File: config.mk
export PLATFORM = sky130hd
export DESIGN_NAME = alu8_status
export DESIGN_NICKNAME = d
export VERILOG_FILES = /design/src/rtl/alu8_pkg.sv /design/src/rtl/alu8_adder.sv /design/src/rtl/alu8_logic.sv /design/src/rtl/alu8_word_seq.sv /design/src/rtl/alu8_status.sv
export SDC_FILE = /design/constraint.sdc
export NUM_CORES = 1
export LEC_CHECK = 0
export BUFFER_PORTS_ARGS = -buffer_cell sky130_fd_sc_hd__buf_4
export CORE_ASPECT_RATIO = 0.75
export CORE_MARGIN = 1
export CORE_UTILIZATION = 40
export CTS_CLUSTER_SIZE = 20
export DETAILED_ROUTE_END_ITERATION = 10
export REMOVE_ABC_BUFFERS = 1
export SLEW_MARGIN = 20
export SYNTH_ARGS = -nofsm -noshare
export SYNTH_HDL_FRONTEND = slang
export SYNTH_SLANG_ARGS = --single-unit
File: constraint.sdc
create_clock -name clk -period 10.65 [get_ports clk]
set_input_delay 0 -clock clk [delete_from_list [all_inputs] [get_ports clk]]
set_output_delay 0 -clock clk [all_outputs]
set_load 0.02 [all_outputs]
File: src/rtl/alu8_pkg.sv
package alu8_pkg;
  localparam int NFLAG = 6;
  localparam int FL_C = 0;
  localparam int FL_Z = 1;
  localparam int FL_N = 2;
  localparam int FL_V = 3;
  localparam int FL_S = 4;
  localparam int FL_H = 5;

  typedef enum logic [3:0] {
    OP_ADD  = 4'd0,
    OP_ADC  = 4'd1,
    OP_SUB  = 4'd2,
    OP_SBC  = 4'd3,
    OP_AND  = 4'd4,
    OP_OR   = 4'd5,
    OP_XOR  = 4'd6,
    OP_COM  = 4'd7,
    OP_NEG  = 4'd8,
    OP_INC  = 4'd9,
    OP_DEC  = 4'd10,
    OP_CLR  = 4'd11,
    OP_SER  = 4'd12,
    OP_CBR  = 4'd13,
    OP_WADD = 4'd14,
    OP_WSUB = 4'd15
  } alu_op_e;

  typedef enum logic [1:0] {LG_AND, LG_OR, LG_XOR, LG_NOT} logic_sel_e;
  typedef enum logic [1:0] {RK_SUM, RK_LOGIC, RK_ONES} res_kind_e;

  // write masks, bit order {H,S,V,N,Z,C}
  localparam logic [NFLAG-1:0] MASK_ALL   = 6'h3F;
  localparam logic [NFLAG-1:0] MASK_ZNVS  = 6'h1E;
  localparam logic [NFLAG-1:0] MASK_CZNVS = 6'h1F;
  localparam logic [NFLAG-1:0] MASK_NONE  = 6'h00;
endpackage

File: src/rtl/alu8_adder.sv
module alu8_adder #(
  parameter int W = 8
) (
  input  logic [W-1:0] x,
  input  logic [W-1:0] y,
  input  logic         ci,
  output logic [W-1:0] s,
  output logic         co,
  output logic         ch,
  output logic         ov
);
  localparam int HW = W / 2;
  localparam int UW = W - HW;

  logic [HW:0] lo_sum;
  logic [UW:0] hi_sum;

  // split at the half-byte so the half carry is a real node, not a recompute
  assign lo_sum = {1'b0, x[HW-1:0]} + {1'b0, y[HW-1:0]} + {{HW{1'b0}}, ci};
  assign hi_sum = {1'b0, x[W-1:HW]} + {1'b0, y[W-1:HW]} + {{UW{1'b0}}, lo_sum[HW]};

  assign s  = {hi_sum[UW-1:0], lo_sum[HW-1:0]};
  assign co = hi_sum[UW];
  assign ch = lo_sum[HW];
  assign ov = (x[W-1] == y[W-1]) && (s[W-1] != x[W-1]);
endmodule

File: src/rtl/alu8_logic.sv
module alu8_logic
  import alu8_pkg::*;
#(
  parameter int W = 8
) (
  input  logic_sel_e   sel,
  input  logic [W-1:0] a,
  input  logic [W-1:0] b,
  output logic [W-1:0] r
);
  always_comb begin
    unique case (sel)
      LG_AND:  r = a & b;
      LG_OR:   r = a | b;
      LG_XOR:  r = a ^ b;
      LG_NOT:  r = ~a;
      default: r = a & b;
    endcase
  end
endmodule

File: src/rtl/alu8_word_seq.sv
module alu8_word_seq (
  input  logic clk,
  input  logic rst_q_n,
  input  logic start_i,
  input  logic sub_i,
  input  logic carry_i,
  input  logic zero_i,
  output logic hi_o,
  output logic sub_o,
  output logic carry_o,
  output logic zero_o
);
  logic hi_q, hi_d, sub_q, sub_d, c_q, c_d, z_q, z_d, en;

  always_comb begin
    en    = start_i | hi_q;
    hi_d  = start_i;
    sub_d = sub_i;
    c_d   = carry_i;
    z_d   = zero_i;
  end

  always_ff @(posedge clk or negedge rst_q_n) begin
    if (!rst_q_n) begin
      hi_q  <= 1'b0;
      sub_q <= 1'b0;
      c_q   <= 1'b0;
      z_q   <= 1'b0;
    end else if (en) begin
      hi_q  <= hi_d;
      sub_q <= sub_d;
      c_q   <= c_d;
      z_q   <= z_d;
    end
  end

  assign hi_o    = hi_q;
  assign sub_o   = sub_q;
  assign carry_o = c_q;
  assign zero_o  = z_q;
endmodule

File: src/rtl/alu8_status.sv
module alu8_status
  import alu8_pkg::*;
#(
  parameter int W    = 8,
  parameter int WIMM = 6
) (
  input  logic                 clk,
  input  logic                 rst_n,
  input  logic [3:0]           op_i,
  input  logic                 src_imm_i,
  input  logic [W-1:0]         op_a_i,
  input  logic [W-1:0]         op_b_i,
  input  logic [W-1:0]         imm_i,
  input  logic [NFLAG-1:0]     flags_i,
  output logic [W-1:0]         res_o,
  output logic [NFLAG-1:0]     flags_o,
  output logic [NFLAG-1:0]     flag_we_o,
  output logic                 word_hi_o
);
  localparam logic [W-1:0] ONE = W'(1);
  localparam int PADW = W - WIMM;

  alu_op_e      op;
  logic         rst_meta_n, rst_q_n;
  logic [W-1:0] opnd_b, add_y, y_eff, sum, lg_b, lg_r, res;
  logic [W-1:0] add_x;
  logic         add_ci, ci_eff, co, ch, ov;
  logic         use_sub, use_arith, chain_z, z_prev, c_fix, h_fix;
  logic         word_start, w_sub_q, w_c_q, w_z_q;
  logic [NFLAG-1:0] we, nf;
  logic_sel_e   lg_sel;
  res_kind_e    rkind;
  logic         n_bit, v_bit;

  assign op = alu_op_e'(op_i);

  // reset: asserts asynchronously, leaves on a clock edge
  always_ff @(posedge clk or negedge rst_n) begin
    if (!rst_n) begin
      rst_meta_n <= 1'b0;
      rst_q_n    <= 1'b0;
    end else begin
      rst_meta_n <= 1'b1;
      rst_q_n    <= rst_meta_n;
    end
  end

  assign opnd_b     = src_imm_i ? imm_i : op_b_i;
  assign word_start = !word_hi_o && ((op == OP_WADD) || (op == OP_WSUB));

  // operation steering
  always_comb begin
    add_x     = op_a_i;
    add_y     = opnd_b;
    add_ci    = 1'b0;
    use_sub   = 1'b0;
    use_arith = 1'b1;
    chain_z   = 1'b0;
    lg_sel    = LG_AND;
    lg_b      = opnd_b;
    rkind     = RK_SUM;
    we        = MASK_NONE;
    if (word_hi_o) begin
      add_y   = '0;
      add_ci  = w_c_q;
      use_sub = w_sub_q;
      chain_z = 1'b1;
      we      = MASK_CZNVS;
    end else begin
      unique case (op)
        OP_ADD: we = MASK_ALL;
        OP_ADC: begin add_ci = flags_i[FL_C]; chain_z = 1'b1; we = MASK_ALL; end
        OP_SUB: begin use_sub = 1'b1; we = MASK_ALL; end
        OP_SBC: begin
          use_sub = 1'b1; add_ci = flags_i[FL_C]; chain_z = 1'b1; we = MASK_ALL;
        end
        OP_NEG: begin add_x = '0; add_y = op_a_i; use_sub = 1'b1; we = MASK_ALL; end
        OP_INC: begin add_y = ONE; we = MASK_ZNVS; end
        OP_DEC: begin add_y = ONE; use_sub = 1'b1; we = MASK_ZNVS; end
        OP_AND: begin use_arith = 1'b0; rkind = RK_LOGIC; we = MASK_ZNVS; end
        OP_OR:  begin
          use_arith = 1'b0; rkind = RK_LOGIC; lg_sel = LG_OR; we = MASK_ZNVS;
        end
        OP_XOR: begin
          use_arith = 1'b0; rkind = RK_LOGIC; lg_sel = LG_XOR; we = MASK_ZNVS;
        end
        OP_CBR: begin
          use_arith = 1'b0; rkind = RK_LOGIC; lg_b = ~opnd_b; we = MASK_ZNVS;
        end
        OP_COM: begin
          use_arith = 1'b0; rkind = RK_LOGIC; lg_sel = LG_NOT; we = MASK_CZNVS;
        end
        OP_CLR: begin
          use_arith = 1'b0; rkind = RK_LOGIC; lg_sel = LG_XOR; lg_b = op_a_i;
          we = MASK_ZNVS;
        end
        OP_SER: begin use_arith = 1'b0; rkind = RK_ONES; end
        OP_WADD, OP_WSUB: begin
          add_y   = {{PADW{1'b0}}, imm_i[WIMM-1:0]};
          use_sub = (op == OP_WSUB);
        end
        default: we = MASK_NONE;
      endcase
    end
  end

  // subtract = add of inverted operand, borrow-in inverted to carry-in
  assign y_eff  = use_sub ? ~add_y : add_y;
  assign ci_eff = use_sub ? ~add_ci : add_ci;

  alu8_adder #(.W(W)) u_add (
    .x(add_x), .y(y_eff), .ci(ci_eff), .s(sum), .co(co), .ch(ch), .ov(ov)
  );

  alu8_logic #(.W(W)) u_log (
    .sel(lg_sel), .a(op_a_i), .b(lg_b), .r(lg_r)
  );

  assign c_fix = use_sub ? ~co : co;
  assign h_fix = use_sub ? ~ch : ch;

  always_comb begin
    unique case (rkind)
      RK_SUM:   res = sum;
      RK_LOGIC: res = lg_r;
      RK_ONES:  res = '1;
      default:  res = sum;
    endcase
  end

  alu8_word_seq u_seq (
    .clk(clk), .rst_q_n(rst_q_n), .start_i(word_start), .sub_i(use_sub),
    .carry_i(c_fix), .zero_i(sum == '0),
    .hi_o(word_hi_o), .sub_o(w_sub_q), .carry_o(w_c_q), .zero_o(w_z_q)
  );

  assign z_prev = word_hi_o ? w_z_q : flags_i[FL_Z];
  assign n_bit  = res[W-1];
  assign v_bit  = use_arith & ov;

  always_comb begin
    nf        = '0;
    nf[FL_C]  = use_arith ? c_fix : 1'b1;
    nf[FL_Z]  = (res == '0) & (chain_z ? z_prev : 1'b1);
    nf[FL_N]  = n_bit;
    nf[FL_V]  = v_bit;
    nf[FL_S]  = n_bit ^ v_bit;
    nf[FL_H]  = h_fix;
  end

  assign res_o     = res;
  assign flag_we_o = we;
  assign flags_o   = (nf & we) | (flags_i & ~we);
endmodule

==> impl_metrics.json <==
{
  "outcome": "finished clean",
  "start_util": 0.4301,
  "antenna_found_initial": 0,
  "r2r_slack_ns": 6.22,
  "grtUsageMet1": 0.3626,
  "grt_setup_unrepaired": "no",
  "reg2reg_from": "u_seq.hi_o$_DFFE_PN0P_",
  "busiest_layer": "met2",
  "path_depth": 20,
  "hold_class": "register to async pin",
  "path_cells": "buf_4, clkinv_1, o311ai_4, and2_1, xnor2_1, fa_1, inv_1, fa_1, a21o_1, a21o_1, fa_1, inv_1, fa_1, inv_1, a211o_1, a2111oi_4, a2111oi_1, or4_1, o31ai_2, buf_4",
  "setup_viol": 0,
  "drtPass1Iterations": 5,
  "synth.avg_cell_area_um2": 7.535,
  "drv_slew": 0,
  "mostFrequentLayoutCells": "buf_4, inv_1, nor2_1, ha_1, nand2_1",
  "core_area_mm2": 0.005554,
  "ios": 58,
  "async_reset_ff_frac": 1.000,
  "post-place-ws_ns": 5.554,
  "max_freq_mhz": 186.7,
  "drv_cap": 0,
  "crit_path_end_kind": "primary output",
  "final_common_cell": "buf_4",
  "crit_family": "compound AO/OA/AOI/OAI gates",
  "wirelength_um": 7728,
  "endpoint": "flags_o[1]",
  "powerDensity_mw_per_mm2": 106.0,
  "vias": 2542,
  "cts_tree": "done",
  "worst_slack_ns": 5.294,
  "ir_worst_vdd_v": 0.00006330,
  "root_buffer": "clkbuf_8",
  "ys_warn_count": 0,
  "drive_above_1_share": 0.2129,
  "die_area_mm2": 0.006288,
  "path_clk_slew_ns": 0.04,
  "worst_slew_pin_slew_ns": 0.7078,
  "syn_inst": 317,
  "ant_nets": 0,
  "cp_slowest_cell": "or4_1",
  "critical_path_class": "register to primary output",
  "clock_skew_ns": 0.003000,
  "track_usage": 0.2527,
  "critPathMaxFanout": 36,
  "slowest_delay_ns": 0.54,
  "fillers": 547,
  "diodes": 0,
  "fp-row-count": 23,
  "fin_crit_sh": 0.5029,
  "grt_max_degree": 37,
  "gp_congestion": 0.9059,
  "crit_arrival_ns": 5.36,
  "worstRegToRegCells": 18,
  "crit_required_ns": 10.65,
  "detailed_place_hpwl_um": 6175,
  "route.detailed.drc": 0,
  "cpMostUsedCell": "fa_1",
  "path_buf_inv": 6,
  "grt_use_met2": 0.4110,
  "period_needed_ns": 5.356,
  "cts_made_buffers": 3,
  "hold_viol": 0,
  "yosysSeqAreaShare": 0.06286,
  "synth_edf_count": 0,
  "worstSetupStartpoint": "u_seq.hi_o$_DFFE_PN0P_",
  "synth_top_area_frac": 0.1257,
  "synth_flop_cell": "dfrtp_1",
  "cts_setup_buffers": 0,
  "leakage_uw": 0.001376,
  "rr_endpoint": "u_seq.carry_o$_DFFE_PN0P_",
  "tns_ns": 0,
  "relSlewSlack": 0.5245,
  "portBuffers": 57,
  "dr.first_iter.drc_count": 168,
  "grt_pass1_vias": 2365,
  "synth-seq-cells": 6,
  "synthToLayoutAreaGrowth_pct": 19.07,
  "grt_use_met3": 0.03509,
  "netlist.top_cell.by_area": "ha_1",
  "register_area_um2": 150.1,
  "die_w_um": 91.23,
  "grt_remaining_overflow": 0,
  "grt_pass1_wl_um": 12210,
  "synthTopCellsByArea": "ha_1, dfrtp_1, inv_1, mux2i_1, a22oi_1",
  "htree_levels": 1,
  "multi_input_area_mm2": 0.001989,
  "die_h_um": 68.92,
  "vias_per_cell": 5.884,
  "clkLatencyLatePin_ns": 0.22,
  "syn_area_mm2": 0.002389,
  "start_kind": "register",
  "numClockSinks": 6,
  "synth.distinct_cells": 74,
  "final_net_count": 424,
  "clockBufferDepth": 2,
  "drt-wirelength-per-cell_um": 17.89
}
logic make-up after synthesis:
| family | count (synthesis) | synth area share |
|---|---|---|
| compound gates | 104 | 0.3353 |
| other cells | 1 | 0.001570 |
| fa+ha+maj | 28 | 0.1592 |
| xor+xnor | 16 | 0.05867 |
| buf+inv | 55 | 0.1042 |
| mux | 12 | 0.05081 |
| simple gates | 95 | 0.2274 |
| flops | 6 | 0.06286 |
layer usage:
layer / part of all wire / up-vias
li1: - / 1242
met1: 0.50 / 1194
met2: 0.42 / 100
met3: 0.071 / 6
met4: 0.0079 / 0
met5: 0 / -
timing repair:
| action | in CTS | in global routing |
|---|---|---|
| gates resized for setup | 0 | 0 |
| endpoints found under the hold margin | 2 | 0 |
| hold buffers | 1 | 0 |
worst min path at each step:
stage / start / end / slack [ns] / cells after the start
4_1_cts: rst_q_n$_DFF_PN0_ / u_seq.zero_o$_DFFE_PN0P_ / 0.06 / 0
5_1_grt: rst_q_n$_DFF_PN0_ / u_seq.zero_o$_DFFE_PN0P_ / 0.08 / 0
3_3_place_gp: rst_n / rst_q_n$_DFF_PN0_ / -0.22 / 1
6_report: rst_q_n$_DFF_PN0_ / u_seq.zero_o$_DFFE_PN0P_ / 0.06 / 0
3_5_place_dp: rst_n / rst_meta_n$_DFF_PN0_ / -0.22 / 1
2_1_floorplan: rst_n / rst_meta_n$_DFF_PN0_ / -0.30 / 0
power by group:
part / total, µW / internal [µW] / switching, µW
sequential: 27.2 / 25.7 / 1.48
clock: 33.3 / 24.2 / 9.07
combinational: 241 / 103 / 138
Yosys cell counts (2+ instances only):
master and number:
xnor2_1 10, o31a_1 3, ha_1 24, o211ai_1 6
buf_4 5, mux2i_1 11, a211o_1 4, buf_6 2
buf_2 7, a21oi_1 13, o22ai_1 8, nand2b_1 4
a22oi_1 13, fa_1 4, dfrtp_1 6, nor2b_1 5
a21boi_0 5, buf_1 2, or4_1 2, a41oi_1 2
a21o_1 7, nor4bb_1 3, nor2_1 24, o21ai_0 18
clkbuf_1 6, inv_1 32, a2111o_1 2, xor2_1 6
or3_1 3, nand3_1 2, nand2_1 19, a2bb2oi_1 2
and3b_1 3, and2_1 3, nor3_1 10, nand3b_1 3
through the flow:
| stage | instance area (µm²) | util | cells | hold WS, ns | total power, µW |
|---|---|---|---|---|---|
| after detailed placement | 2793 | 0.5028 | 428 | -0.2162 | 265.2 |
| after CTS | 2844 | 0.5121 | 432 | 0.06199 | 301.0 |
| after global routing | 2844 | 0.5121 | 432 | 0.07799 | 327.0 |
| after floorplan | 2263 | - | 295 | -0.2956 | 183.3 |
| after global placement | 2793 | 0.5028 | 428 | -0.2156 | 264.1 |
| final | 2844 | 0.5121 | 432 | 0.05515 | 301.5 |
cell type report:
type                    count  share of cell area
inverters                  33             0.04355
well taps                  75             0.03300
clock buffers               3             0.01452
flip-flops and latches      6             0.05279
repair buffers             59              0.1566
multi-input cells         256              0.6995
registers in the layout, summed over array words and instances (netlist names):
register       cells
rst_q_n            1
u_seq.sub_o        1
u_seq.hi_o         1
u_seq.carry_o      1
rst_meta_n         1
u_seq.zero_o       1
(Power assumes the default switching activity.)
